**src/rtl/scanline_irq_pkg.sv**
```systemverilog
package scanline_irq_pkg;
    typedef enum logic [1:0] {
        SEL_RELOAD  = 2'd0,
        SEL_CLEAR   = 2'd1,
        SEL_DISABLE = 2'd2,
        SEL_ENABLE  = 2'd3
    } reg_sel_e;

    typedef enum logic [1:0] {
        STEP_HOLD,
        STEP_ZERO,
        STEP_RELOAD,
        STEP_DECR
    } step_e;

    typedef enum logic {
        LINE_IDLE,
        LINE_RAISED
    } line_e;
endpackage

```
**src/rtl/scl_ctrl_regs.sv**
```systemverilog
module scl_ctrl_regs
    import scanline_irq_pkg::*;
#(
    parameter int          CNT_W       = 8,
    parameter logic [CNT_W-1:0] RELOAD_INIT = '1
) (
    input  logic             clk,
    input  logic             rst_n,
    input  logic             wr_en,
    input  logic [1:0]       wr_sel,
    input  logic [CNT_W-1:0] wr_data,
    input  logic             alt_mode,
    input  logic             edge_taken,
    output logic [CNT_W-1:0] reload_val,
    output logic             irq_en,
    output logic             clr_pend,
    output logic             clr_write,
    output logic             ack_write
);
    reg_sel_e sel;
    logic     load_write;
    logic     en_write;

    assign sel        = reg_sel_e'(wr_sel);
    assign load_write = wr_en && (sel == SEL_RELOAD);
    assign clr_write  = wr_en && (sel == SEL_CLEAR);
    assign ack_write  = wr_en && (sel == SEL_DISABLE);
    assign en_write   = wr_en && (sel == SEL_ENABLE);

    always_ff @(posedge clk or negedge rst_n) begin
        if (!rst_n) begin
            reload_val <= RELOAD_INIT;
            irq_en     <= 1'b0;
            clr_pend   <= 1'b0;
        end else begin
            if (load_write)
                reload_val <= wr_data;
            if (ack_write)
                irq_en <= 1'b0;
            else if (en_write)
                irq_en <= 1'b1;
            if (clr_write && alt_mode)
                clr_pend <= 1'b1;
            else if (edge_taken)
                clr_pend <= 1'b0;
        end
    end


    clr_flag_set_chk: assert property (@(posedge clk) disable iff (!rst_n)
        (clr_write && alt_mode) |=> clr_pend);


    clr_flag_drop_chk: assert property (@(posedge clk) disable iff (!rst_n)
        edge_taken |=> !clr_pend);


    enable_set_chk: assert property (@(posedge clk) disable iff (!rst_n)
        (wr_en && wr_sel == 2'd3) |=> irq_en);
endmodule

```
**src/rtl/scl_down_counter.sv**
```systemverilog
module scl_down_counter
    import scanline_irq_pkg::*;
#(
    parameter int CNT_W = 8
) (
    input  logic             clk,
    input  logic             rst_n,
    input  logic             line_pulse,
    input  logic             clr_write,
    input  logic             clr_pend,
    input  logic [CNT_W-1:0] reload_val,
    input  logic             irq_en,
    input  logic             alt_mode,
    output logic             edge_taken,
    output logic             fire
);
    localparam logic [CNT_W-1:0] ZERO = '0;
    localparam logic [CNT_W-1:0] ONE  = CNT_W'(1);

    logic [CNT_W-1:0] cnt;
    logic [CNT_W-1:0] cnt_next;
    step_e            step;
    logic             gate_ok;

    always_comb begin
        if (clr_write)
            step = STEP_ZERO;
        else if (line_pulse && (cnt == ZERO || clr_pend))
            step = STEP_RELOAD;
        else if (line_pulse)
            step = STEP_DECR;
        else
            step = STEP_HOLD;
    end

    always_comb begin
        unique case (step)
            STEP_HOLD:   cnt_next = cnt;
            STEP_ZERO:   cnt_next = ZERO;
            STEP_RELOAD: cnt_next = reload_val;
            STEP_DECR:   cnt_next = cnt - ONE;
            default:     cnt_next = cnt;
        endcase
    end

    assign edge_taken = (step == STEP_RELOAD) || (step == STEP_DECR);
    assign gate_ok    = !alt_mode || (cnt != ZERO) || clr_pend;
    assign fire       = edge_taken && (cnt_next == ZERO) && irq_en && gate_ok;

    always_ff @(posedge clk or negedge rst_n) begin
        if (!rst_n)
            cnt <= ZERO;
        else
            cnt <= cnt_next;
    end


    clear_zero_chk: assert property (@(posedge clk) disable iff (!rst_n)
        clr_write |=> (cnt == ZERO));


    clear_wins_chk: assert property (@(posedge clk) disable iff (!rst_n)
        (clr_write && line_pulse) |-> !edge_taken);


    reload_chk: assert property (@(posedge clk) disable iff (!rst_n)
        (line_pulse && !clr_write && (cnt == ZERO || clr_pend)) |=> (cnt == $past(reload_val)));


    idle_hold_chk: assert property (@(posedge clk) disable iff (!rst_n)
        (!line_pulse && !clr_write) |=> $stable(cnt));


    alt_gate_chk: assert property (@(posedge clk) disable iff (!rst_n)
        (alt_mode && line_pulse && cnt == ZERO && !clr_pend) |-> !fire);
endmodule

```
**src/rtl/scl_irq_line.sv**
```systemverilog
module scl_irq_line
    import scanline_irq_pkg::*;
(
    input  logic clk,
    input  logic rst_n,
    input  logic fire,
    input  logic ack,
    output logic irq
);
    line_e state;
    line_e state_next;

    always_comb begin
        unique case (state)
            LINE_IDLE:   state_next = (fire && !ack) ? LINE_RAISED : LINE_IDLE;
            LINE_RAISED: state_next = ack ? LINE_IDLE : LINE_RAISED;
            default:     state_next = LINE_IDLE;
        endcase
    end

    always_ff @(posedge clk or negedge rst_n) begin
        if (!rst_n)
            state <= LINE_IDLE;
        else
            state <= state_next;
    end

    always_comb begin
        irq = (state == LINE_RAISED);
    end


    ack_drop_chk: assert property (@(posedge clk) disable iff (!rst_n)
        ack |=> !irq);


    irq_hold_chk: assert property (@(posedge clk) disable iff (!rst_n)
        (irq && !ack) |=> irq);


    irq_source_chk: assert property (@(posedge clk) disable iff (!rst_n)
        $rose(irq) |-> $past(fire));
endmodule

```
**src/rtl/scanline_irq_counter.sv**
```systemverilog
module scanline_irq_counter
    import scanline_irq_pkg::*;
#(
    parameter int CNT_W = 8,
    parameter logic [CNT_W-1:0] RELOAD_INIT = '1
) (
    input  logic             clk,
    input  logic             rst_n,
    input  logic             wr_en,
    input  logic [1:0]       wr_sel,
    input  logic [CNT_W-1:0] wr_data,
    input  logic             line_pulse,
    input  logic             alt_mode,
    output logic             irq
);
    logic [CNT_W-1:0] reload_val;
    logic             irq_en;
    logic             clr_pend;
    logic             clr_write;
    logic             ack_write;
    logic             edge_taken;
    logic             fire;

    scl_ctrl_regs #(.CNT_W(CNT_W), .RELOAD_INIT(RELOAD_INIT)) u_regs (
        .clk        (clk),
        .rst_n      (rst_n),
        .wr_en      (wr_en),
        .wr_sel     (wr_sel),
        .wr_data    (wr_data),
        .alt_mode   (alt_mode),
        .edge_taken (edge_taken),
        .reload_val (reload_val),
        .irq_en     (irq_en),
        .clr_pend   (clr_pend),
        .clr_write  (clr_write),
        .ack_write  (ack_write)
    );

    scl_down_counter #(.CNT_W(CNT_W)) u_cnt (
        .clk        (clk),
        .rst_n      (rst_n),
        .line_pulse (line_pulse),
        .clr_write  (clr_write),
        .clr_pend   (clr_pend),
        .reload_val (reload_val),
        .irq_en     (irq_en),
        .alt_mode   (alt_mode),
        .edge_taken (edge_taken),
        .fire       (fire)
    );

    scl_irq_line u_line (
        .clk   (clk),
        .rst_n (rst_n),
        .fire  (fire),
        .ack   (ack_write),
        .irq   (irq)
    );


    ack_beats_fire_chk: assert property (@(posedge clk) disable iff (!rst_n)
        (fire && ack_write) |=> !irq);
endmodule

```
**config.mk**
```make
export PLATFORM = sky130hd
export DESIGN_NAME = scanline_irq_counter
export DESIGN_NICKNAME = d
export VERILOG_FILES = /design/src/rtl/scanline_irq_pkg.sv /design/src/rtl/scl_ctrl_regs.sv /design/src/rtl/scl_down_counter.sv /design/src/rtl/scl_irq_line.sv /design/src/rtl/scanline_irq_counter.sv
export SDC_FILE = /design/constraint.sdc
export NUM_CORES = 1
export LEC_CHECK = 0
export BUFFER_PORTS_ARGS = -buffer_cell sky130_fd_sc_hd__clkbuf_2
export CAP_MARGIN = 40
export CELL_PAD_IN_SITES_DETAIL_PLACEMENT = 1
export CELL_PAD_IN_SITES_GLOBAL_PLACEMENT = 1
export CORE_ASPECT_RATIO = 0.75
export CORE_UTILIZATION = 40
export CTS_CLUSTER_DIAMETER = 80
export CTS_CLUSTER_SIZE = 14
export DETAILED_ROUTE_END_ITERATION = 8
export PLACE_DENSITY_LB_ADDON = 0.1
export SYNTH_ARGS = -nofsm -noshare
export SYNTH_HDL_FRONTEND = slang
export SYNTH_SLANG_ARGS = --single-unit
```
**constraint.sdc**
```tcl
create_clock -name clk -period 5.45 [get_ports clk]
set_clock_uncertainty 0.15 [all_clocks]
set_input_delay 1.09 -clock clk [delete_from_list [all_inputs] [get_ports clk]]
set_output_delay 1.09 -clock clk [all_outputs]
set_load 0.03 [all_outputs]
```
==> qor.yml, run 1 <==
status: "finished, final reports clean"
initial_core_util_pct: 42.3
dp_cells: 157
setup_viol: 0
postRouteAntennaNets: 0
root_buffer: "clkbuf_8"
synth_ff_type: "dfrtp_1"
first_pass_iters: 4
drc_errors: 0
grt_pass1_wl_microns: 4920
syn_area_sq_um: 1110
synth_edf_count: 0
grt_max_degree: 20
maxCapViolCount: 0
postCtsSetupRepairBufs: 0
avgSynthCellArea_sq_um: 10.3
rsz0062_at_grt: "no"
ios: 16
path_cells: "clkbuf_2 -> and3b_1 -> a311o_1 -> a21oi_1 -> nor3b_1 -> a41oi_1 -> nor3_2"
finalNonFillerCells: 161
critical_path_class: "in -> reg"
start_kind: "input pin"
clockBufferDepth: 2
worst_path_max_delay_cell: "a311o_1"
ys_seq_area_share_pct: 43.8
rows: 16
fp.dieH_microns: 47.6
crit_path_end_kind: "register"
fmaxAchievable_ghz: 0.386
ctsHoldBuffers: 0
power_uw: 596
clkTransAtPathRegs_ns: 0.08
grt_pass1_vias: 953
cts_buffers: 3
area_delta_synth_final_pct: 14.6
htreeDepth: 1
die_w_microns: 62.8
worstMarginPinSlew_ns: 0.632
holdCritPathClass: "reg -> reg"
cp_top_family: "compound AO/OA/AOI/OAI gates"
placed_area_sq_um: 1220
dpl.hpwl_microns: 2230
p_leak_nw: 0.544
syn_inst: 108
portBuffers: 15
synth_cell_types: 46
ys_ff_latch: 19
diodes: 0
cts_resized: 0
slew_headroom_pct: 57.7
die_area_sq_um: 2990
yosysWarnings: 0
gp_congestion: 0.831
totalWireLength_microns: 3030
finalNetCount: 143
post-route-util_pct: 48.4
track_usage_pct: 22.7
grt_overflow: 0
clock-sinks: 19
synthArstFlopShare_pct: 100
period_needed_ns: 2.59
fin_crit_sh_pct: 47.5
ir_worst_vdd_uv: 165
powerDensity_nw_per_um2: 469
fill_cells: 317
antenna_found_initial: 0
viasPerCell: 5.99
drtIter0Drc: 44
critPathArrivalTime_ns: 2.59
final_area_sq_um: 1270
slowest_delay_ns: 0.39
hold_viol: 0
critical_path_buf_inv_count: 1
cts_tree: "built"
routed-via-count: 964
drive_above_1_share_pct: 33.6
wl_per_cell_microns: 18.8
required_ns: 5.46
fin_setup_tns_ns: 0
syn_nets: 125
path_max_fanout: 7
core_sq_um: 2620
insertion_delay_ns: 0.27
slew_viol_final: 0
-- layer usage --
layer	routed length, microns	part of all wire [%]	GRT usage (%)	vias to the layer above
li1	-	-	-	443
met4	54	1.8	10.2	0
met5	0	0	0	-
met3	229	7.6	6.90	8
met2	1330	44	34.3	39
met1	1420	47	30.5	474
-- final timing paths --
check	from	endpoint	slack, ns	cells after the start
max	wr_sel[0]	u_line.irq	2.86	7
min	u_regs.irq_en	u_regs.irq_en	0.38	1
max reg2reg	u_cnt.cnt[0]	u_line.irq	3.00	7
min reg2reg	u_regs.irq_en	u_regs.irq_en	0.38	1
max in group asynchronous	rst_n	u_regs.reload_val[5]	4.16	1
min in group asynchronous	rst_n	u_cnt.cnt[6]	0.62	1
-- where the power goes --
group          switching, mW  internal (mW)  total (mW)
Sequential            0.0478          0.188       0.235
Clock                 0.0544         0.0518       0.106
Combinational          0.146          0.109       0.255
-- cell type report --
class | instances | area [sq um] | area share [%]
Multi-Input combinational cell | 81 | 593 | 46.7
Sequential cell | 19 | 485 | 38.2
Timing Repair Buffer | 15 | 75.1 | 5.91
Tap cell | 36 | 45.0 | 3.55
Clock buffer | 3 | 41.3 | 3.25
Inverter | 6 | 22.5 | 1.77
Clock inverter | 1 | 7.51 | 0.591
-- cells in the final DEF (no fill, tap or decap), drive strengths merged, types with 2 or more instances in the layout --
cell type,n
clkbuf,18
inv,6
nor3b,2
a21oi,3
a41oi,2
a311oi,2
nand2,10
a31oi,3
nor2,8
ha,2
dfrtp,11
nor3,3
o21ai,6
or3,2
nand3,3
mux2,8
mux2i,2
nor4,2
dfstp,8
nand2b,2
-- synthesized netlist by cell type (2+ instances only) --
master,n,area (sq um)
a21oi_1,3,15.0
a311oi_1,2,17.5
dfstp_2,8,210
inv_1,6,22.5
a31oi_1,2,12.5
nand2_1,10,37.5
nor2_1,8,30.0
mux2i_1,2,20.0
dfrtp_1,11,275
nor3_1,2,10.0
nand3_1,3,15.0
a41oi_1,2,17.5
or3_1,2,12.5
ha_1,2,25.0
clkbuf_1,2,7.51
mux2_2,8,90.1
nand2b_1,2,12.5
o21ai_0,5,25.0
-- through the flow --
stage	hold slack [ns]	worst slack, ns
2_1_floorplan	0.330	2.85
3_3_place_gp	0.353	2.73
3_5_place_dp	0.357	2.63
4_1_cts	0.374	2.89
5_1_grt	0.403	2.78
6_report	0.378	2.86
-- worst reg2reg max path, stage by stage (launching register included) --
cell and delay, ns:
dfrtp_1 0.42, inv_1 0.16, ha_1 0.23, or3b_1 0.43
or4b_1 0.52, nand4_1 0.15, a41oi_1 0.17, nor3_2 0.15
-- kinds of logic (layout without fill, tap and decap cells) --
kind of cell	count (synthesis)	count (layout)	share of synthesized area, %
AO/OA/AOI/OAI	29	29	19.5
buffers and inverters	8	25	2.71
AND/OR/NAND/NOR	40	40	21.8
flip-flops	19	19	43.8
multiplexers	10	10	9.93
adder cells (fa/ha/maj)	2	2	2.26
-- sequential cells by signal, indices dropped and copies added (netlist names) --
signal,count
u_cnt.cnt,8
u_regs.clr_pend,1
u_regs.reload_val,8
u_line.irq,1
u_regs.irq_en,1
Note: power is estimated with default switching activity, not from simulation.
==> inputs of run 2 (changes only) <==
Settings changed: CORE_UTILIZATION 40 to 39.
Clock period 5.45 ns to 2.2 ns, I/O delays scaled along.
==> run 2 against run 1 <==
  * Sequential share of layout area fell by 4.3 points
  * First-iteration DRC count rose by 23%
  * Sequential power rose by 150%
  * Critical path depth did not move
  * Utilization rose by 5.3 points
  * Die area rose by 2.5%
  * Register-to-register slack got worse by 3.0 ns
  * Combinational power rose to 3.3 times the previous value
  * Highest routed layer unchanged
==> qor.yml, run 2 (synthesis results as in run 1) <==
status: "finished, final reports clean"
rsz0062_at_grt: "yes"
track_usage_pct: 22.3
fin_setup_tns_ns: 0
reg_top3: "u_cnt.cnt: 8 flops, u_regs.reload_val: 8 flops"
fin_ws_ns: 0.0138
placed_area_sq_um: 1270
grt_pass1_wl_microns: 4860
grt_max_degree: 20
viasPerCell: 5.74
finalNetCount: 157
ios: 16
insertion_delay_ns: 0.27
diodes: 0
die_area_sq_um: 3060
drc_errors: 0
die_w_microns: 63.6
totalWireLength_microns: 3190
cts_tree: "built"
holdWs_ns: 0.222
hold_viol: 0
clock-sinks: 19
ir_worst_vdd_uv: 474
first_pass_iters: 4
dpl.hpwl_microns: 2230
layout_commonest_cell: "clkbuf_2"
drive_above_1_share_pct: 46.8
critPathArrivalTime_ns: 2.23
worstMarginPinSlew_ns: 0.498
initial_core_util_pct: 41.6
clockBufferDepth: 2
post-route-util_pct: 53.7
postRouteAntennaNets: 0
fp.dieH_microns: 48.2
cts_buffers: 3
slew_viol_final: 0
wl_per_cell_microns: 18.2
power_mw: 1.69
final_area_sq_um: 1430
rows: 16
maxCapViolCount: 0
root_buffer: "clkbuf_8"
powerDensity_nw_per_um2: 1180
portBuffers: 15
path_max_fanout: 5
finalNonFillerCells: 175
grt_overflow: 0
start_kind: "register"
gp_congestion: 0.848
holdCritPathClass: "in -> reg"
fmaxAchievable_ghz: 0.457
fill_cells: 317
htreeDepth: 1
core_sq_um: 2660
routed-via-count: 1004
required_ns: 2.25
clkTransAtPathRegs_ns: 0.08
final_cell_mix: "clkbuf_2 (15), buf_4 (13), dfrtp_1 (11)"
dp_cells: 164
setup_viol: 0
fin_crit_sh_pct: 99.4
period_needed_ns: 2.19
p_leak_nw: 0.625
dp_slack_ns: -0.0749
area_delta_synth_final_pct: 29.0
antenna_found_initial: 0
drtIter0Drc: 54
crit_path_end_kind: "register"
grt_pass1_vias: 930
critical_path_class: "reg -> reg"
slew_headroom_pct: 66.8
==> run 2: area by class of cell <==
class / instances / area (sq um) / share of cell area (%)
multi-input cells: 81 / 648 / 45.3
repair buffers: 29 / 183 / 12.8
clock inverters: 1 / 5.00 / 0.350
well taps: 36 / 45.0 / 3.15
inverters: 6 / 22.5 / 1.57
flip-flops and latches: 19 / 485 / 33.9
clock buffers: 3 / 41.3 / 2.89
==> run 2: layer usage <==
layer	wire length (microns)	vias up	part of all wire, %	global-route usage (%)
li1	-	471	-	-
met2	1400	34	44	33.6
met5	0	-	0	0
met1	1590	495	50	32.1
met3	179	4	5.6	6.54
met4	20	0	0.63	4.09
==> run 2: critical path: stages (launching register included) <==
cell,delay [ns]
dfrtp_1,0.40
buf_4,0.14
or4_4,0.56
o2111a_1,0.25
o21ai_1,0.12
o21a_1,0.19
a41oi_1,0.14
nor3_2,0.16
==> run 2: final timing paths <==
kind                                 startpoint                   end  slack (ns)  cells past startpoint
setup / recovery                   u_cnt.cnt[0]            u_line.irq        0.01                      7
hold / removal                       wr_data[0]  u_regs.reload_val[0]        0.22                      3
setup reg to reg                   u_cnt.cnt[0]            u_line.irq        0.01                      7
hold reg to reg            u_regs.reload_val[0]  u_regs.reload_val[0]        0.37                      2
max in group asynchronous                 rst_n  u_regs.reload_val[1]        1.02                      2
min in group asynchronous                 rst_n            u_line.irq        0.51                      2
==> run 2: power by group <==
group	internal (mW)	total [mW]	switching, mW	leakage (nW)
combinational	0.412	0.852	0.441	0.373
sequential	0.466	0.579	0.114	0.226
clock	0.126	0.256	0.130	0.0255
==> run 2: timing repair <==
item | CTS | global route
endpoints found under the hold margin | 11 | 0
buffers inserted | 2 | 4
hold buffers | 1 | 0
resized for setup | 4 | 8
pin swaps | 1 | 4
setup endpoints to repair | 1 | 1
==> inputs of run 3 (changes only) <==
Settings changed: CORE_ASPECT_RATIO 0.75 to not set.
==> run 3 against run 2 <==
  * The flow now finishes with violations (setup timing)
  * Clock power shrank 23%
  * Wire length grew 2.7%
  * Clock-buffer cell count is the same
  * Critical path depth is the same
  * Critical path type unchanged
  * Non-clock buffer count grew 2
  * Highest routed layer unchanged
  * Global-route usage grew 0.64 points
  * Critical endpoint unchanged
  * Cell count shrank 2.3%
  * Sequential share of layout area grew 0.12 points
==> qor.yml, run 3 (synthesis results as in run 1) <==
violations: "setup timing"
min_to: "u_regs.reload_val[0]"
portBuffers: 15
drtIter0Drc: 11
slew_headroom_pct: 59.5
reg2reg_depth: 7
clockBufferDepth: 2
drc_errors: 0
finalNetCount: 159
status: "finished with violations"
die_area_sq_um: 3060
powerDensity_nw_per_um2: 1190
holdCritPathClass: "in -> reg"
p_leak_nw: 0.625
reg_top3: "u_cnt.cnt: 8 flops, u_regs.reload_val: 8 flops"
fp.dieH_microns: 55.3
insertion_delay_ns: 0.32
multiInputGateArea_sq_um: 652
viasPerCell: 6.09
gp_congestion: 0.811
regToRegSetupSlack_ns: -0.01
start_kind: "register"
area_delta_synth_final_pct: 28.6
clkTransAtPathRegs_ns: 0.12
grt_pass1_wl_microns: 5410
fin_crit_sh_pct: 101
antenna_found_initial: 0
worstMarginPinSlew_ns: 0.604
grt_max_degree: 20
hold_viol: 0
slew_viol_final: 0
rsz0062_at_grt: "yes"
holdPathStages: 3
regToRegStartpoint: "u_cnt.cnt[1]"
period_needed_ns: 2.21
critPathArrivalTime_ns: 2.32
wl_per_cell_microns: 19.2
finalNonFillerCells: 171
grt_pass1_vias: 1075
path_max_fanout: 4
fmaxAchievable_ghz: 0.452
required_ns: 2.30
final_cell_mix: "clkbuf_2 (15), buf_4 (15), dfrtp_1 (11)"
holdWs_ns: 0.147
fill_cells: 296
totalWireLength_microns: 3280
r2r_end: "u_line.irq"
ios: 16
worstHoldStart: "wr_data[0]"
core_sq_um: 2590
postRouteAntennaNets: 0
cts_buffers: 3
crit_path_end_kind: "register"
seq_area_sq_um: 485
cts_tree: "built"
drive_above_1_share_pct: 47.5
maxCapViolCount: 0
ir_worst_vdd_uv: 579
rows: 18
track_usage_pct: 22.9
grt_overflow: 0
diodes: 0
dpl.hpwl_microns: 2250
routed-via-count: 1041
initial_core_util_pct: 42.8
htreeDepth: 1
clock-sinks: 19
setup_viol: 1
dp_cells: 157
root_buffer: "clkbuf_4"
die_w_microns: 55.3
fin_ws_ns: -0.0141
first_pass_iters: 4
critical_path_class: "reg -> reg"
[run 3: cell types whose count changed in the layout (fill, tap and decap cells not counted), moves of 2 or more]
cell	delta
buf_4	+2
nor3_1	+2
clkbuf_8	-3
nor3_2	-2
clkbuf_4	+3
[run 3: worst max path at each step]
| stage | start | slack, ns | cells past startpoint | endpoint |
|---|---|---|---|---|
| 5_1_grt | u_cnt.cnt[0] | -0.1 | 7 | u_line.irq |
| 3_3_place_gp | u_cnt.cnt[0] | 0.03 | 7 | u_line.irq |
| 6_report | u_cnt.cnt[1] | -0.01 | 7 | u_line.irq |
| 3_5_place_dp | u_cnt.cnt[0] | -0.03 | 7 | u_line.irq |
| 2_1_floorplan | u_cnt.cnt[0] | 0.08 | 7 | u_line.irq |
| 4_1_cts | u_cnt.cnt[1] | 0.005 | 7 | u_line.irq |
[run 3: per-stage QoR]
step | setup TNS (ns) | power (mW) | setup WS, ns | instance area (sq um) | util [%]
floorplan | 0 | 1.02 | 0.0753 | 1110 | -
global placement | 0 | 1.22 | 0.0256 | 1260 | 48.6
detailed placement | -0.0286 | 1.24 | -0.0286 | 1260 | 48.6
CTS | 0 | 1.53 | 0.00537 | 1340 | 51.8
global route | -0.141 | 1.79 | -0.0953 | 1430 | 55.0
finish | -0.0141 | 1.69 | -0.0141 | 1430 | 55.0
[run 3: report_power, final]
part | leakage, nW | internal, mW | switching [mW]
Combinational | 0.385 | 0.461 | 0.454
Clock | 0.0139 | 0.0696 | 0.129
Sequential | 0.226 | 0.465 | 0.111
[run 3: area by class of cell]
| class | count | area share (%) |
|---|---|---|
| clock buffer | 3 | 1.58 |
| clock inverter | 1 | 0.527 |
| inverter | 6 | 1.58 |
| multi-input combinational | 81 | 45.7 |
| sequential | 19 | 34.1 |
| tap | 30 | 2.63 |
| timing repair buffer | 31 | 13.9 |
[run 3: metal layers]
metal / track usage (%) / vias up / part of all wire, %
met1: 29.8 / 519 / 45
met2: 36.3 / 36 / 49
met5: 0 / - / 0
met4: 10.4 / 0 / 2.2
met3: 5.15 / 9 / 4.0
li1: - / 477 / -
[run 3: what timing repair did]
item,in CTS,in global routing
hold buffers,1,0
pin swaps,2,8
hold endpoints to repair,11,0
gates resized for setup,4,8
buffers inserted,4,5
endpoints found under the setup margin,1,2
[run 3: worst max-delay path, cell delays in order (launching register included)]
cell and delay, ns:
dfrtp_1 0.42, inv_2 0.11, ha_4 0.16, or3b_4 0.38, or4b_1 0.52, nand4_1 0.14, a41oi_2 0.12, nor3_2 0.16
